==> src/rtl/rstseq_pkg.sv <==
package rstseq_pkg;

    localparam int NUM_SRC  = 4;
    localparam int SRC_POR  = 0;
    localparam int SRC_PIN  = 1;
    localparam int SRC_SW   = 2;
    localparam int SRC_WDOG = 3;

    typedef enum logic [2:0] {
        ST_STAB,
        ST_CLKEN,
        ST_PERIPH,
        ST_CORE,
        ST_RUN
    } seq_stage_e;

    typedef struct packed {
        logic clkgen;
        logic periph;
        logic core;
    } rel_t;

    function automatic rel_t rel_of(seq_stage_e s);
        rel_t r;
        r = '0;
        case (s)
            ST_PERIPH: r = '{clkgen: 1'b1, periph: 1'b0, core: 1'b0};
            ST_CORE:   r = '{clkgen: 1'b1, periph: 1'b1, core: 1'b0};
            ST_RUN:    r = '{clkgen: 1'b1, periph: 1'b1, core: 1'b1};
            default:   r = '0;
        endcase
        return r;
    endfunction

    function automatic seq_stage_e next_window(seq_stage_e s);
        seq_stage_e n;
        case (s)
            ST_STAB:   n = ST_CLKEN;
            ST_CLKEN:  n = ST_PERIPH;
            ST_PERIPH: n = ST_CORE;
            default:   n = ST_RUN;
        endcase
        return n;
    endfunction

endpackage

==> src/rtl/rstseq_sync.sv <==
module rstseq_sync #(
    parameter int STAGES = 2
) (
    input  logic clk,
    input  logic arst_in,
    output logic hold
);
    logic [STAGES-1:0] chain_q;

    always_ff @(posedge clk or posedge arst_in) begin
        if (arst_in) begin
            chain_q <= '0;
        end else begin
            chain_q <= {chain_q[STAGES-2:0], 1'b1};
        end
    end

    assign hold = ~chain_q[STAGES-1];
endmodule

==> src/rtl/rstseq_stager.sv <==
module rstseq_stager
    import rstseq_pkg::*;
#(
    parameter int STAB_LOG2 = 21,
    parameter int WIN_LEN   = 32
) (
    input  logic clk,
    input  logic por_hold,
    input  logic restart,
    output rel_t rel_o
);
    localparam int WIN_W = (WIN_LEN > 1) ? $clog2(WIN_LEN) : 1;
    localparam int CW    = ((STAB_LOG2 > WIN_W) ? STAB_LOG2 : WIN_W) + 1;
    localparam logic [CW-1:0] STAB_LAST = CW'((64'd1 << STAB_LOG2) - 64'd1);
    localparam logic [CW-1:0] WIN_LAST  = CW'(WIN_LEN - 1);

    seq_stage_e    stage_q, stage_d;
    logic [CW-1:0] cnt_q, cnt_d;
    rel_t          rel_q;

    always_comb begin
        stage_d = stage_q;
        cnt_d   = cnt_q;
        if (por_hold) begin
            stage_d = ST_STAB;
            cnt_d   = '0;
        end else if (restart) begin
            stage_d = ST_CLKEN;
            cnt_d   = '0;
        end else begin
            case (stage_q)
                ST_STAB: begin
                    if (cnt_q == STAB_LAST) begin
                        stage_d = next_window(stage_q);
                        cnt_d   = '0;
                    end else begin
                        cnt_d = cnt_q + 1'b1;
                    end
                end
                ST_CLKEN, ST_PERIPH, ST_CORE: begin
                    if (cnt_q == WIN_LAST) begin
                        stage_d = next_window(stage_q);
                        cnt_d   = '0;
                    end else begin
                        cnt_d = cnt_q + 1'b1;
                    end
                end
                default: begin
                    stage_d = ST_RUN;
                    cnt_d   = '0;
                end
            endcase
        end
    end

    always_ff @(posedge clk) begin
        stage_q <= stage_d;
        cnt_q   <= cnt_d;
        rel_q   <= rel_of(stage_d);
    end

    assign rel_o = rel_q;
endmodule

==> src/rtl/rstseq_regs.sv <==
module rstseq_regs
    import rstseq_pkg::*;
(
    input  logic               clk,
    input  logic               por_hold,
    input  logic               pin_hold,
    input  logic               wdog_expire,
    input  logic               reg_we,
    input  logic               reg_sel,
    input  logic [NUM_SRC-1:0] reg_wdata,
    output logic               sw_q,
    output logic [NUM_SRC-1:0] cause_q
);
    logic               sw_set;
    logic [NUM_SRC-1:0] flag_set, flag_clr;

    assign sw_set = reg_we & ~reg_sel & reg_wdata[0];

    always_comb begin
        flag_set           = '0;
        flag_set[SRC_PIN]  = pin_hold;
        flag_set[SRC_SW]   = sw_q;
        flag_set[SRC_WDOG] = wdog_expire;
        flag_clr           = (reg_we & reg_sel) ? reg_wdata : '0;
    end

    always_ff @(posedge clk) begin
        if (por_hold || pin_hold) begin
            sw_q <= 1'b0;
        end else if (sw_q) begin
            sw_q <= 1'b0;
        end else begin
            sw_q <= sw_set;
        end
    end

    for (genvar i = 0; i < NUM_SRC; i++) begin : g_flag
        always_ff @(posedge clk) begin
            if (por_hold) begin
                cause_q[i] <= (i == SRC_POR);
            end else if (flag_set[i]) begin
                cause_q[i] <= 1'b1;
            end else if (flag_clr[i]) begin
                cause_q[i] <= 1'b0;
            end
        end
    end
endmodule

==> src/rtl/rstseq_top.sv <==
module rstseq_top
    import rstseq_pkg::*;
#(
    parameter int STAB_LOG2   = 21,
    parameter int WIN_LEN     = 32,
    parameter int SYNC_STAGES = 2
) (
    input  logic               clk,
    input  logic               por_req,
    input  logic               ext_rst_n,
    input  logic               wdog_expire,
    input  logic               reg_we,
    input  logic               reg_sel,
    input  logic [NUM_SRC-1:0] reg_wdata,
    output logic               clkgen_rst_n,
    output logic               periph_rst_n,
    output logic               core_rst_n,
    output logic               sw_rst_bit,
    output logic [NUM_SRC-1:0] cause_flags
);
    localparam int NUM_ASYNC = 2;

    logic [NUM_ASYNC-1:0] async_req;
    logic [NUM_ASYNC-1:0] async_hold;
    logic                 por_hold, pin_hold, any_hold;
    logic                 sw_q;
    rel_t                 rel;

    assign async_req[0] = por_req;
    assign async_req[1] = ~ext_rst_n;

    for (genvar g = 0; g < NUM_ASYNC; g++) begin : g_sync
        rstseq_sync #(.STAGES(SYNC_STAGES)) u_sync (
            .clk     (clk),
            .arst_in (async_req[g]),
            .hold    (async_hold[g])
        );
    end

    assign por_hold = async_hold[0];
    assign pin_hold = async_hold[1];
    assign any_hold = por_hold | pin_hold;

    rstseq_regs u_regs (
        .clk         (clk),
        .por_hold    (por_hold),
        .pin_hold    (pin_hold),
        .wdog_expire (wdog_expire),
        .reg_we      (reg_we),
        .reg_sel     (reg_sel),
        .reg_wdata   (reg_wdata),
        .sw_q        (sw_q),
        .cause_q     (cause_flags)
    );

    rstseq_stager #(.STAB_LOG2(STAB_LOG2), .WIN_LEN(WIN_LEN)) u_stager (
        .clk      (clk),
        .por_hold (por_hold),
        .restart  (pin_hold | sw_q | wdog_expire),
        .rel_o    (rel)
    );

    assign clkgen_rst_n = rel.clkgen & ~any_hold;
    assign periph_rst_n = rel.periph & ~any_hold;
    assign core_rst_n   = rel.core   & ~any_hold;
    assign sw_rst_bit   = sw_q;
endmodule

==> config.mk <==
export PLATFORM = sky130hd
export DESIGN_NAME = rstseq_top
export DESIGN_NICKNAME = d
export VERILOG_FILES = /design/src/rtl/rstseq_pkg.sv /design/src/rtl/rstseq_sync.sv /design/src/rtl/rstseq_stager.sv /design/src/rtl/rstseq_regs.sv /design/src/rtl/rstseq_top.sv
export SDC_FILE = /design/constraint.sdc
export NUM_CORES = 1
export LEC_CHECK = 0
export ABC_AREA = 1
export BUFFER_PORTS_ARGS = -buffer_cell sky130_fd_sc_hd__buf_2
export CORE_UTILIZATION = 53
export DETAILED_ROUTE_END_ITERATION = 10
export HOLD_SLACK_MARGIN = 0.15
export MAX_ROUTING_LAYER = met4
export PLACE_DENSITY_LB_ADDON = 0.3
export SLEW_MARGIN = 20
export SYNTH_ARGS = -nofsm -noshare
export SYNTH_HDL_FRONTEND = slang
export SYNTH_SLANG_ARGS = --single-unit
==> constraint.sdc <==
create_clock -name clk -period 1.8 [get_ports clk]
set_input_delay 0.09 -clock clk [delete_from_list [all_inputs] [get_ports clk]]
set_output_delay 0.09 -clock clk [all_outputs]
set_load 0.05 [all_outputs]
==> impl_metrics.ini, run 1 <==
[critical_path]
cpMaxStageDelayCell = dfxtp_1
cp.arrival_ns = 1.91
cpLargestDelayFamily = simple AND/OR/NAND/NOR gates
reg2reg_depth = 11
worstPathRequired_ns = 2.07
critPathCaptureType = flip-flop
critPathLaunchType = flip-flop
crit_chain = ha_2 > nand2_1 > nor2_1 > nand2_2 > nor2_4 > nand3_1 > nand2_1 > nand2_1 > nand2_1 > buf_4 > nor2_1
cp.depth = 11
max_stage_delay_ns = 0.36
r2r_slack_ns = 0.16
crit_top_cell = nand2_1
crit_buf_inv = 1
crit_fanout = 5
worstSetupPathType = flip-flop to flip-flop

[timing]
totalNegativeSetupSlack_ns = 0
hold_viol = 0
grt_setup_unrepaired = no
post-route-min-period_ns = 1.64
skew_ns = 0.0146
setup_viol = 0
report.final.slew_viol_count = 0
fin_crit_sh_pct = 91.4
fmaxAchievable_mhz = 608

[layout]
area_delta_synth_final_pct = 21.0
fin_area_sq_mm = 0.00211
seq_area_sq_um = 762
drive_gt1_share_pct = 14.0
n_antenna_cell = 0
nets = 296
multiInputGateArea_sq_um = 868
fill_cells = 271

[logic_synthesis]
yosysTopAreaCell = dfxtp_1
yosys-top-cells-area = dfxtp_1 (38%), nor2_1 (12%), nand2_1 (11%)
ys_types = 26
syn_inst = 246
yosys.area_share.simple_pct = 38.3
synth_mux_area_share_pct = 0
synth.cell_area_sq_mm = 0.00175
yosysWarnings = 0
synth_seq_cells = 37
synthAdderAreaFrac_pct = 0.716
synth-compound-area-share_pct = 4.23
ys_seq_area_share_pct = 43.6
synth_top_family_by_area = simple AND/OR/NAND/NOR gates
avgSynthCellArea_sq_um = 7.10
synthXorXnorAreaFrac_pct = 5.52
synth.top_cell.area_share_pct = 37.8

[clock_tree]
clock_path_buffers = 2
root_buffer = clkbuf_4
cts.sinks = 37
clock_latency_ns = 0.37
cts-buffers-inserted = 5
cts_tree = built
htreeDepth = 2
postCtsSetupBuffers = 0
clk_pin_slew_ns = 0.12

[placement]
routabilityCongestion = 0.881
placed_cell_area_sq_mm = 0.00190
dpl.hpwl_mm = 2.61
port-buffer-count = 17

[routing]
vias = 1622
first_iter_violations = 105
drt_wl_total_mm = 3.79
drc = 0
wl_per_cell_um = 11.5
viasPerCell = 4.92
firstDrtPassIters = 4
drtAntennaViolNets = 0

[power]
cellPowerDensity_mw_per_mm2 = 664
ir_worst_vdd_v = 0.000589
p_leak_nw = 0.857

[floorplan]
fp-row-count = 20
die_h_um = 59.4
start_util_pct = 56.7
core_sq_mm = 0.00308
die_area_sq_mm = 0.00353
dieWidth_um = 59.4
ioPinCount = 18

[global_route]
overflow = 0
grt_pass1_vias = 1431
antenna_found_initial = 0
grt_max_degree = 16
grt_pass1_wl_mm = 6.10
grt_use_total_pct = 25.1

[job]
drv_cap = 0

[worst_hold_path]
hold_path.class = flip-flop to flip-flop
whs_path_depth = 0

[outcome]
status = finished, final reports clean
[report_power, final]
part           switching, W  total, W  internal (W)
Sequential       0.00000786  0.000840      0.000833
Clock              0.000304  0.000458      0.000154
Combinational     0.0000599  0.000105     0.0000455
[registers in the layout, indices dropped and copies added (netlist names)]
signal                 cells
u_stager.stage_q           3
u_regs.sw_q                1
u_stager.cnt_q            22
g_sync.u_sync.chain_q      4
u_stager.rel_o             3
u_regs.cause_q             4
[worst paths after layout]
kind / startpoint / end
max: u_stager.cnt_q[1]$_SDFF_PP0_ / u_stager.cnt_q[18]$_SDFF_PP0_
min: g_sync[0].u_sync.chain_q[0]$_DFF_PP0_ / g_sync[0].u_sync.chain_q[1]$_DFF_PP0_
max reg2reg: u_stager.cnt_q[1]$_SDFF_PP0_ / u_stager.cnt_q[18]$_SDFF_PP0_
min reg2reg: g_sync[0].u_sync.chain_q[0]$_DFF_PP0_ / g_sync[0].u_sync.chain_q[1]$_DFF_PP0_
max in group asynchronous: por_req / g_sync[0].u_sync.chain_q[1]$_DFF_PP0_
min in group asynchronous: ext_rst_n / g_sync[1].u_sync.chain_q[1]$_DFF_PN0_
[layer usage]
metal	share of wire (%)	GRT usage [%]	up-vias
met5	0	-	-
met4	1.1	15.3	0
met3	4.2	5.90	5
met2	47	37.2	31
met1	48	30.7	738
li1	-	-	848
[area by class of cell]
class	instances	area share, %
clock inverters	3	1.01
repair buffers	33	12.0
multi-input cells	177	41.1
inverters	31	5.51
clock buffers	5	1.78
well taps	44	2.61
flip-flops and latches	37	36.1
[per-stage QoR]
stage | std cells | total power [W] | util, % | hold WS [ns] | setup slack (ns)
global placement | 308 | 0.000937 | 61.8 | -0.124 | 0.206
CTS | 330 | 0.00142 | 68.3 | 0.369 | 0.129
floorplan | 247 | 0.000910 | - | -0.206 | 0.324
finish | 330 | 0.00140 | 68.7 | 0.366 | 0.155
detailed placement | 308 | 0.000940 | 61.8 | -0.124 | 0.154
global route | 330 | 0.00147 | 68.7 | 0.373 | 0.0267
[cells in the mapped netlist, drive strengths merged]
cell type  count
nand4          6
inv           31
o21bai         1
nor3          10
xnor2          3
or2            1
nor3b          2
nor2          59
buf            2
xor2           8
nand3         16
nand2         54
o211ai         1
dfxtp         33
nand3b         1
o21ai          4
conb           1
a21oi          7
ha             1
nor4           1
dfrtp          4
[cells by family after synthesis]
kind of cell    count (synthesis)
xor+xnor                       11
buf+inv                        33
compound gates                 13
flops                          37
simple gates                  150
other cells                     1
fa+ha+maj                       1
[layout by cell type, fill, tap and decap left out, types with 2 or more instances in the layout]
master and instances:
conb_1 2, nand3_1 14, nand3_2 2, a21oi_1 6, nand2_1 50, xnor2_1 3
dfrtp_1 4, nor2_1 56, nand4_1 6, inv_1 31, nor3_1 9, dlygate4sd3_1 14
nor3b_1 2, buf_2 17, nand2_2 4, xor2_1 8, nor2_4 2, dfxtp_1 32
o21ai_0 4, clkbuf_4 5
[what timing repair did]
action,CTS,global route
hold buffers,14,0
setup endpoints to repair,0,21
resized for setup,0,4
endpoints found under the hold margin,9,0
Power figures use the tool's default switching activity.
==> run 2, diff against run 1 <==
--- a/config.mk
+++ b/config.mk
@@ -5,9 +5,9 @@
 export SDC_FILE = /design/constraint.sdc
 export NUM_CORES = 1
 export LEC_CHECK = 0
-export ABC_AREA = 1
+export ABC_AREA = 0
 export BUFFER_PORTS_ARGS = -buffer_cell sky130_fd_sc_hd__buf_2
-export CORE_UTILIZATION = 53
+export CORE_UTILIZATION = 51
 export DETAILED_ROUTE_END_ITERATION = 10
 export HOLD_SLACK_MARGIN = 0.15
 export MAX_ROUTING_LAYER = met4
==> constraint.sdc (replaced) <==
create_clock -name clk -period 1.5 [get_ports clk]
set_input_delay 0.075 -clock clk [delete_from_list [all_inputs] [get_ports clk]]
set_output_delay 0.075 -clock clk [all_outputs]
set_load 0.05 [all_outputs]
==> run 2 against run 1 <==
Count of clock-buffer cells in the layout grew 1. The run now ends with design-rule violations, negative setup slack left. Clock power grew 64%. Synthesized cell count fell by 28%. First-iteration DRC count shrank 39%. Flip-flop and latch count unchanged. Register-to-register slack worse by 0.39 ns. Critical path depth is 5 lower. Cell count down 17%. Largest cell class unchanged. Worst hold slack better by 0.0070 ns.
==> impl_metrics.ini, run 2 <==
[outcome]
status = finished with violations
violations = design-rule violations, negative setup slack

[timing]
setup_viol = 28
grt_setup_unrepaired = yes
fin_crit_sh_pct = 116
hold_viol = 0
post-route-min-period_ns = 1.73
report.final.slew_viol_count = 0
skew_ns = 0.0155
fmaxAchievable_mhz = 577
worst_slack_ns = -0.234

[logic_synthesis]
yosysWarnings = 0
avgSynthCellArea_sq_um = 8.90
yosysMostFrequentCell = dfxtp_1
synth.cell_area_sq_mm = 0.00158
ys_seq_area_share_pct = 48.0
async_flop_share_pct = 10.8
yosys-top-cells-count = dfxtp_1 (33), nor2_1 (30), nand2_1 (16), xor2_1 (16), nand3_1 (15)
synth_seq_cells = 37
syn_inst = 178
yosysTopAreaCell = dfxtp_1
synth_enable_flop_cells = 0
synthFlopType = dfxtp_1
yosys-top-cells-area = dfxtp_1 (42%), xor2_1 (8.8%), nor2_1 (7.1%)
ys_types = 31
synth.top_cell.area_share_pct = 41.7

[critical_path]
reg2reg_depth = 6
cp.arrival_ns = 1.98
critPathCaptureType = flip-flop
critPathLaunchType = flip-flop
worstSetupPathType = flip-flop to flip-flop
crit_fanout = 21
worstPathRequired_ns = 1.75

[layout]
final_cell_mix = nor2_1 (30), dfxtp_1 (30), buf_4 (24)
fill_cells = 191
nets = 252
largest_register_ffs = 22
n_antenna_cell = 0
top_register = u_stager.cnt_q
stdcell_count = 273
area_delta_synth_final_pct = 39.0
drive_gt1_share_pct = 29.8
largest_registers = u_stager.cnt_q (22), g_sync.u_sync.chain_q (4), u_regs.cause_q (4)

[worst_hold_path]
hold_path.class = flip-flop to flip-flop
whs_path_depth = 0

[placement]
routabilityCongestion = 0.914
dp.cells = 248
port-buffer-count = 17
dpl.hpwl_mm = 2.50

[floorplan]
ioPinCount = 18
dieWidth_um = 57.7
die_h_um = 57.7
die_area_sq_mm = 0.00333
core_sq_mm = 0.00285
start_util_pct = 55.5
fp-row-count = 19

[global_route]
grt_use_total_pct = 27.1
overflow = 0
grt_max_degree = 22
antenna_found_initial = 0
grt_pass1_wl_mm = 6.59
grt_pass1_vias = 1567

[clock_tree]
cts-buffers-inserted = 5
cts_tree = built
clock_path_buffers = 2
root_buffer = clkbuf_4
clk_pin_slew_ns = 0.11
clock_latency_ns = 0.36
htreeDepth = 2
cts.sinks = 37

[power]
total_power_w = 0.00189
power.internal_w = 0.00145
switching_share_pct = 23.0
p_seq_share_pct = 53.7
switchingPower_w = 0.000433
cellPowerDensity_mw_per_mm2 = 856
p_leak_nw = 0.880
pwr-share-comb_pct = 6.6
pwr-share-clk_pct = 39.7
ir_worst_vdd_v = 0.000864

[routing]
drtAntennaViolNets = 0
firstDrtPassIters = 7
wl_per_cell_um = 14.5
drc = 3
viasPerCell = 5.61
first_iter_violations = 64
drt_wl_total_mm = 3.96
vias = 1531

[job]
drv_cap = 0
run 2: changes by cell type after synthesis, moves of 4 or more:
cell     delta
nand2_1    -34
inv_1      -28
nand2_2     -4
nor2_1     -27
nor4_1      +6
and3_1      +5
xor2_1      +8
run 2: layout make-up:
type | count | area (sq um) | area share, %
clock buffers | 6 | 51.3 | 2.33
clock inverters | 2 | 37.5 | 1.70
inverters | 3 | 11.3 | 0.511
multi-input cells | 135 | 837 | 38.0
flip-flops and latches | 37 | 767 | 34.8
well taps | 31 | 38.8 | 1.76
repair buffers | 59 | 459 | 20.9
run 2: final timing paths:
| kind | slack, ns | start | endpoint |
|---|---|---|---|
| max | -0.23 | u_stager.cnt_q[7]$_SDFF_PP0_ | u_stager.cnt_q[0]$_SDFF_PP0_ |
| min | 0.37 | g_sync[1].u_sync.chain_q[0]$_DFF_PN0_ | g_sync[1].u_sync.chain_q[1]$_DFF_PN0_ |
| max reg2reg | -0.23 | u_stager.cnt_q[7]$_SDFF_PP0_ | u_stager.cnt_q[0]$_SDFF_PP0_ |
| min reg2reg | 0.37 | g_sync[1].u_sync.chain_q[0]$_DFF_PN0_ | g_sync[1].u_sync.chain_q[1]$_DFF_PN0_ |
| max in group asynchronous | 0.68 | por_req | g_sync[0].u_sync.chain_q[1]$_DFF_PP0_ |
| min in group asynchronous | 0.57 | ext_rst_n | g_sync[1].u_sync.chain_q[0]$_DFF_PN0_ |
run 2: metal layers:
layer | track usage, % | part of all wire (%)
met5 | - | 0
met4 | 13.3 | 2.9
met3 | 5.13 | 3.4
met2 | 48.8 | 52
met1 | 28.2 | 42
run 2: power by group through the flow:
stage | Sequential, W | Clock (W) | Combinational [W]
2_1_floorplan | 0.00105 | 0 | 0.0000381
3_3_place_gp | 0.00103 | 0 | 0.0000901
3_5_place_dp | 0.00103 | 0 | 0.0000926
4_1_cts | 0.00101 | 0.000755 | 0.000120
5_1_grt | 0.00102 | 0.000778 | 0.000136
6_report | 0.00101 | 0.000749 | 0.000124
run 2: critical path, stage by stage, from the launching register on:
cell	delay [ns]
dfxtp_2	0.34
or4_4	0.54
nor3_4	0.15
nand4_2	0.14
o211ai_2	0.23
buf_12	0.18
nor2_1	0.06
run 2: stage by stage:
| stage | hold WS [ns] | area, sq um | worst slack, ns | setup TNS [ns] | util (%) |
|---|---|---|---|---|---|
| 6_report | 0.373 | 2200 | -0.234 | -5.80 | 77.2 |
| 5_1_grt | 0.389 | 2200 | -0.311 | -7.78 | 77.2 |
| 4_1_cts | 0.367 | 2150 | -0.242 | -5.77 | 75.4 |
| 3_5_place_dp | -0.136 | 1880 | -0.238 | -5.45 | 66.0 |
| 3_3_place_gp | -0.139 | 1880 | -0.191 | -4.20 | 66.0 |
| 2_1_floorplan | -0.221 | 1590 | -0.193 | -4.03 | - |
run 2: kinds of logic after synthesis:
group	count (synthesis)	share of synthesized area [%]
adder cells (fa/ha/maj)	1	0.790
AND/OR/NAND/NOR	98	31.0
AO/OA/AOI/OAI	12	4.98
buffers and inverters	7	2.61
multiplexers	1	0.711
other	1	0.237
XOR/XNOR	21	11.6
flip-flops	37	48.0
run 2: repair_timing:
action | 4_1_cts | 5_1_grt
endpoints found under the hold margin | 15 | 0
gates resized for setup | 11 | 11
buffers inserted | 1 | 2
endpoints found under the setup margin | 28 | 31
hold buffers | 14 | 0
gates cloned | 0 | 0
pin swaps | 4 | 5
